==> config.mk <==
export PLATFORM = sky130hd
export DESIGN_NAME = stereo_serial_rx
export DESIGN_NICKNAME = d
export VERILOG_FILES = /design/src/rtl/arx_pkg.sv /design/src/rtl/arx_sync.sv /design/src/rtl/arx_shifter.sv /design/src/rtl/arx_pairer.sv /design/src/rtl/stereo_serial_rx.sv
export SDC_FILE = /design/constraint.sdc
export NUM_CORES = 1
export LEC_CHECK = 0
export BUFFER_PORTS_ARGS = -buffer_cell sky130_fd_sc_hd__buf_2
export CORE_MARGIN = 3
export CORE_UTILIZATION = 53
export CTS_CLUSTER_DIAMETER = 150
export CTS_CLUSTER_SIZE = 14
export DETAILED_ROUTE_END_ITERATION = 6
export PLACE_DENSITY = 0.76
export SYNTH_ARGS = -nofsm -noshare
export SYNTH_HDL_FRONTEND = slang
export SYNTH_SLANG_ARGS = --single-unit
==> constraint.sdc <==
create_clock -name clk -period 2.3 [get_ports clk]
set_input_delay 0.115 -clock clk [delete_from_list [all_inputs] [get_ports clk]]
set_output_delay 0.115 -clock clk [all_outputs]
set_load 0.02 [all_outputs]
==> src/rtl/arx_pkg.sv <==
package arx_pkg;

    localparam int SAMPLE_W = 24;

    typedef enum logic [1:0] {
        RATIO_32  = 2'd0,
        RATIO_48  = 2'd1,
        RATIO_64  = 2'd2,
        RATIO_64X = 2'd3
    } ratio_e;

    typedef struct packed {
        logic                right;
        logic [SAMPLE_W-1:0] data;
    } word_t;

    typedef struct packed {
        logic [SAMPLE_W-1:0] left;
        logic [SAMPLE_W-1:0] right;
    } pair_t;

    function automatic int slots_per_word(ratio_e r);
        case (r)
            RATIO_32: return 16;
            RATIO_48: return 24;
            default:  return 32;
        endcase
    endfunction

    function automatic int accept_bits(ratio_e r);
        int s;
        s = slots_per_word(r);
        return (s < SAMPLE_W) ? s : SAMPLE_W;
    endfunction

    function automatic logic [SAMPLE_W-1:0] low_mask(ratio_e r);
        logic [SAMPLE_W-1:0] m;
        int keep;
        keep = accept_bits(r);
        for (int i = 0; i < SAMPLE_W; i++) begin
            m[i] = (i < SAMPLE_W - keep);
        end
        return m;
    endfunction

endpackage

==> src/rtl/arx_sync.sv <==
module arx_sync #(
    parameter int STAGES = 2
) (
    input  logic clk,
    input  logic rst,
    input  logic sck_in,
    input  logic ws_in,
    input  logic sd_in,
    output logic sck_rise,
    output logic ws_s,
    output logic sd_s
);
    logic [STAGES-1:0] sck_p;
    logic [STAGES-1:0] ws_p;
    logic [STAGES-1:0] sd_p;
    logic              sck_last;

    always_ff @(posedge clk) begin
        if (rst) begin
            sck_p    <= '0;
            ws_p     <= '0;
            sd_p     <= '0;
            sck_last <= 1'b0;
        end else begin
            sck_p    <= {sck_p[STAGES-2:0], sck_in};
            ws_p     <= {ws_p[STAGES-2:0], ws_in};
            sd_p     <= {sd_p[STAGES-2:0], sd_in};
            sck_last <= sck_p[STAGES-1];
        end
    end

    assign sck_rise = sck_p[STAGES-1] & ~sck_last;
    assign ws_s     = ws_p[STAGES-1];
    assign sd_s     = sd_p[STAGES-1];

    // an edge pulse never lasts two cycles
    assert_rise_single_R8: assert property (@(posedge clk) disable iff (rst)
        sck_rise |=> !sck_rise);

endmodule

==> src/rtl/arx_shifter.sv <==
module arx_shifter
    import arx_pkg::*;
(
    input  logic   clk,
    input  logic   rst,
    input  logic   sck_rise,
    input  logic   ws_s,
    input  logic   sd_s,
    input  ratio_e ratio,
    output logic   word_done,
    output word_t  done_word
);
    localparam int CNT_W = $clog2(SAMPLE_W + 1);

    logic                primed_q;
    logic                locked_q;
    logic                ws_prev_q;
    logic [CNT_W-1:0]    bit_cnt_q;
    logic [SAMPLE_W-1:0] word_q;
    logic [SAMPLE_W-1:0] word_nxt;
    logic                take;
    logic                boundary;
    int                  keep;
    int                  idx;

    always_comb begin
        keep     = accept_bits(ratio);
        take     = int'(bit_cnt_q) < keep;
        idx      = SAMPLE_W - 1 - int'(bit_cnt_q);
        word_nxt = word_q;
        for (int i = 0; i < SAMPLE_W; i++) begin
            if (take && i == idx) begin
                word_nxt[i] = sd_s;
            end
        end
        boundary = primed_q && (ws_s != ws_prev_q);
    end

    always_ff @(posedge clk) begin
        if (rst) begin
            primed_q  <= 1'b0;
            locked_q  <= 1'b0;
            ws_prev_q <= 1'b0;
            bit_cnt_q <= '0;
            word_q    <= '0;
            word_done <= 1'b0;
            done_word <= '0;
        end else begin
            word_done <= 1'b0;
            if (sck_rise) begin
                primed_q  <= 1'b1;
                ws_prev_q <= ws_s;
                if (boundary) begin
                    if (locked_q) begin
                        word_done       <= 1'b1;
                        done_word.right <= ws_prev_q;
                        done_word.data  <= word_nxt;
                    end
                    locked_q  <= 1'b1;
                    word_q    <= '0;
                    bit_cnt_q <= '0;
                end else begin
                    word_q <= word_nxt;
                    if (take) begin
                        bit_cnt_q <= bit_cnt_q + 1'b1;
                    end
                end
            end
        end
    end

    assert_no_word_before_lock_R2: assert property (@(posedge clk) disable iff (rst)
        !locked_q |-> !word_done);

    assert_low_fill_zero_R3: assert property (@(posedge clk) disable iff (rst)
        (word_done && accept_bits(ratio) < SAMPLE_W) |->
            ((done_word.data & low_mask(ratio)) == '0));

    assert_done_single_R8: assert property (@(posedge clk) disable iff (rst)
        word_done |=> !word_done);

endmodule

==> src/rtl/arx_pairer.sv <==
module arx_pairer
    import arx_pkg::*;
(
    input  logic  clk,
    input  logic  rst,
    input  logic  word_done,
    input  word_t done_word,
    output logic  pair_valid,
    output pair_t pair
);
    logic                have_left_q;
    logic [SAMPLE_W-1:0] held_left_q;

    always_ff @(posedge clk) begin
        if (rst) begin
            have_left_q <= 1'b0;
            held_left_q <= '0;
            pair_valid  <= 1'b0;
            pair        <= '0;
        end else begin
            pair_valid <= 1'b0;
            if (word_done) begin
                if (!done_word.right) begin
                    held_left_q <= done_word.data;
                    have_left_q <= 1'b1;
                end else if (have_left_q) begin
                    pair.left   <= held_left_q;
                    pair.right  <= done_word.data;
                    pair_valid  <= 1'b1;
                    have_left_q <= 1'b0;
                end
            end
        end
    end

    assert_pair_after_right_R6: assert property (@(posedge clk) disable iff (rst)
        pair_valid |-> $past(word_done && done_word.right));

    assert_orphan_right_dropped_R7: assert property (@(posedge clk) disable iff (rst)
        (word_done && done_word.right && !have_left_q) |=> !pair_valid);

    assert_strobe_pulse_R8: assert property (@(posedge clk) disable iff (rst)
        pair_valid |=> !pair_valid);

    assert_outputs_hold_R9: assert property (@(posedge clk) disable iff (rst)
        !pair_valid |-> ($stable(pair.left) && $stable(pair.right)));

endmodule

==> src/rtl/stereo_serial_rx.sv <==
module stereo_serial_rx
    import arx_pkg::*;
#(
    parameter int SYNC_STAGES = 2
) (
    input  logic                clk,
    input  logic                rst,
    input  logic                sck_in,
    input  logic                ws_in,
    input  logic                sd_in,
    input  logic [1:0]          fs_ratio,
    output logic                pair_valid,
    output logic [SAMPLE_W-1:0] left_out,
    output logic [SAMPLE_W-1:0] right_out
);
    logic   sck_rise;
    logic   ws_s;
    logic   sd_s;
    logic   word_done;
    word_t  done_word;
    pair_t  pair;
    ratio_e ratio;

    assign ratio = ratio_e'(fs_ratio);

    arx_sync #(.STAGES(SYNC_STAGES)) u_sync (
        .clk      (clk),
        .rst      (rst),
        .sck_in   (sck_in),
        .ws_in    (ws_in),
        .sd_in    (sd_in),
        .sck_rise (sck_rise),
        .ws_s     (ws_s),
        .sd_s     (sd_s)
    );

    arx_shifter u_shift (
        .clk       (clk),
        .rst       (rst),
        .sck_rise  (sck_rise),
        .ws_s      (ws_s),
        .sd_s      (sd_s),
        .ratio     (ratio),
        .word_done (word_done),
        .done_word (done_word)
    );

    arx_pairer u_pair (
        .clk        (clk),
        .rst        (rst),
        .word_done  (word_done),
        .done_word  (done_word),
        .pair_valid (pair_valid),
        .pair       (pair)
    );

    assign left_out  = pair.left;
    assign right_out = pair.right;

endmodule

==> flow_summary.ini <==
[pwr]
p_clk_frac = 0.537
switchingPower_uw = 1140
p_per_area_nw_per_um2 = 826
intPower_uw = 4360
ir_worst_vdd_v = 0.000492
pwr-share-comb = 0.022
seq_power_share = 0.441
switching_share = 0.207
p_leak_uw = 0.00254

[logic_synthesis]
synth_mux_area_frac = 0.0443
async_reset_ff_frac = 0
netlist_area_sq_um = 5650
synth_top_family_by_area = simple AND/OR/NAND/NOR gates
synthFlopType = dfxtp_1
synth_nets = 677
syn_area_per_cell_sq_um = 8.52
ys_types = 40
synth_cells = 663
synthSimpleGateAreaFrac = 0.265
synth-xor-area-share = 0.00775
synth-edff-count = 0
synth_compound_area_frac = 0.125
ys_ff_latch = 139
synthAdderAreaFrac = 0.0155
yosys_warnings = 0
synth_seq_area_share = 0.493

[status]
run_status = completed

[timing]
max_freq_ghz = 0.488
hold_viol_final = 0
worst_pin_slew_ns = 1.04
drv_slew = 0
slew_headroom = 0.304
setup_viol = 0
tns_ns = 0
post-route-period-util = 0.890
finalClockSkew_ns = 0.00971
setup_ws_ns = 0.253
rsz0062_at_grt = false
post-route-min-period_ns = 2.05

[critical_path]
slowest_stage = and2b_1
crit_type = flip-flop to flip-flop
worstSetupEndpointType = flip-flop
cp-start-kind = flip-flop
path_delay_family = simple AND/OR/NAND/NOR gates
required_ns = 2.72
path_cells = ha_1 > and2b_1 > nand4_1 > mux2i_1 > a211oi_1
regToRegSetupSlack_ns = 0.25
path_max_fanout = 15
crit_arrival_ns = 2.47
cpPeakStageDelay_ns = 0.61
crit_buf_inv = 0

[die]
die_area_sq_um = 11900
die_y_microns = 109
coreArea_sq_um = 10300
initial_utilization = 0.547
rows = 37
ios = 56
die_w_microns = 109

[layout]
syn2layout_area_growth_pct = 17.7
nets = 714
diodes = 0
stdcell_count = 848
fill_cells = 822
layout-drive-gt1-share = 0.180

[placement]
io_buffers = 55
placedCellCount = 813
place_congestion = 0.842
detailed_place_hpwl_microns = 8030
dp_slack_ns = 0.164

[routing]
drtIter0Drc = 312
ant_nets = 0
wl_microns = 12800
wl_per_cell_microns = 15.1
first_pass_iters = 5
vias = 4738
drc = 0
vias_per_cell = 5.59

[grt]
track_usage = 0.226
antenna_found_initial = 0
grt_start_max_net_pins = 102
grt_pass1_vias = 4451
gr-total-overflow = 0
grt_pass1_wl_microns = 21200

[clocking]
cts_buffers = 17
clockRootBuffer = clkbuf_8
cts_sinks = 139
insertion_delay_ns = 0.52
clk_path_buf_depth = 2
cts_setup_buffers = 0
htree_num_levels = 4
cts_tree = yes
clk_pin_slew_worst_paths_ns = 0.07

[worst_hold_path]
worstHoldPathType = input port to flip-flop

[run]
cap_violations = 0
## Yosys cell counts (2+ instances only)
master	count	area share
ha_1	7	0.016
o21ai_1	8	0.0071
nor2_1	32	0.021
buf_4	5	0.0066
buf_2	8	0.0071
a211oi_1	16	0.021
nand2b_1	3	0.0033
xnor2_1	4	0.0062
buf_1	9	0.0060
a211oi_2	11	0.024
and2_1	3	0.0033
nor2b_1	10	0.011
a21oi_1	75	0.066
nand4_2	10	0.022
and3_1	2	0.0022
dfxtp_1	139	0.49
nand3_1	35	0.031
clkbuf_1	33	0.022
nand2_1	173	0.11
mux2i_1	25	0.044
or3b_1	2	0.0031
nand4b_1	4	0.0062
inv_1	5	0.0033
nand4_1	25	0.028
nor3_1	4	0.0035
## logic make-up after synthesis
group,count (synthesis)
adders and majority gates,7
buffers and inverters,62
AOI/OAI and AO/OA,114
muxes,25
DFF,139
xor gates and xnor gates,5
and+or+nand+nor,310
other,1
## cell type report
cell class                 count  area (sq um)  share of cell area
sequential                   139          2780               0.419
multi-input combinational    462          2590               0.389
clock inverter                12           209              0.0314
timing repair buffer          75           450              0.0677
inverter                       5          18.8             0.00282
clock buffer                  19           432              0.0649
tap                          136           170              0.0256
## flip-flops by register name, indices dropped and copies added, names as in the netlist
name / count
u_pair.held_left_q: 24
u_sync.sd_p: 2
u_shift.locked_q: 1
u_shift.done_word: 25
u_pair.pair_valid: 1
u_sync.sck_last: 1
u_shift.word_q: 24
u_pair.pair: 48
u_sync.ws_p: 2
u_shift.bit_cnt_q: 5
u_shift.primed_q: 1
u_sync.sck_p: 2
u_pair.have_left_q: 1
u_shift.word_done: 1
u_shift.ws_prev_q: 1
## layer usage
layer,vias to the layer above,track usage,wire length (microns)
li1,2334,-,-
met4,0,0.0801,233
met3,20,0.0616,597
met1,2243,0.289,5650
met5,-,0,0
met2,141,0.367,6320
## worst reg2reg max path: stages, from the launching register on
cell	delay [ns]
dfxtp_1	0.37
ha_1	0.28
and2b_1	0.61
nand4_1	0.29
mux2i_1	0.18
a211oi_1	0.23
## power groups by stage
stage | Sequential [uW] | Clock (uW) | Combinational [uW]
global route | 2420 | 3100 | 130
floorplan | 2470 | 0 | 88.7
detailed placement | 2480 | 0 | 114
global placement | 2470 | 0 | 113
CTS | 2420 | 2990 | 120
finish | 2420 | 2950 | 121
## cell usage in the layout (no fill, tap or decap), types with 2 or more instances in the layout
master         synthesis  final
inv_1                  5      5
bufinv_16              0      5
mux2i_1               25     25
dlygate4sd3_1          0      4
nor2b_1               10     10
nand2b_1               3      3
nand4_1               25     25
dfxtp_1              139    139
and2_1                 3      3
xnor2_1                4      4
nand4_2               10     10
nand3_1               35     35
nor2_1                32     32
ha_1                   7      7
buf_4                  5     16
a211oi_2              11     11
clkbuf_16              0     16
nand4b_1               4      4
buf_2                  8     54
o21ai_1                8      8
nor3_1                 4      4
clkinvlp_4             0      2
clkbuf_8               0      2
and3_1                 2      2
a211oi_1              16     16
nand2_1              173    173
inv_6                  0      4
a21oi_1               75     75
## metrics by stage
step / util / instance area (sq um) / power [uW] / hold WS (ns)
2_1_floorplan: - / 5650 / 2560 / 0.243
3_3_place_gp: 0.578 / 5970 / 2590 / 0.326
3_5_place_dp: 0.578 / 5970 / 2590 / 0.335
4_1_cts: 0.644 / 6650 / 5530 / 0.120
5_1_grt: 0.644 / 6650 / 5650 / 0.196
6_report: 0.644 / 6650 / 5490 / 0.129
## path summary, 6_finish.rpt
path | from | to | cells after the start
max | u_shift.bit_cnt_q[3] | u_shift.done_word[23] | 5
min reg2reg | u_sync.ws_p[0] | u_sync.ws_p[1] | 1
max reg2reg | u_shift.bit_cnt_q[3] | u_shift.done_word[23] | 5
min | fs_ratio[1] | u_shift.bit_cnt_q[1] | 4
## timing repair
item / 4_1_cts / 5_1_grt
hold endpoints to repair: 16 / 0
resized for setup: 0 / 1
hold buffers: 4 / 0
endpoints found under the setup margin: 0 / 1
No activity file was read; power rests on OpenSTA's default activity.
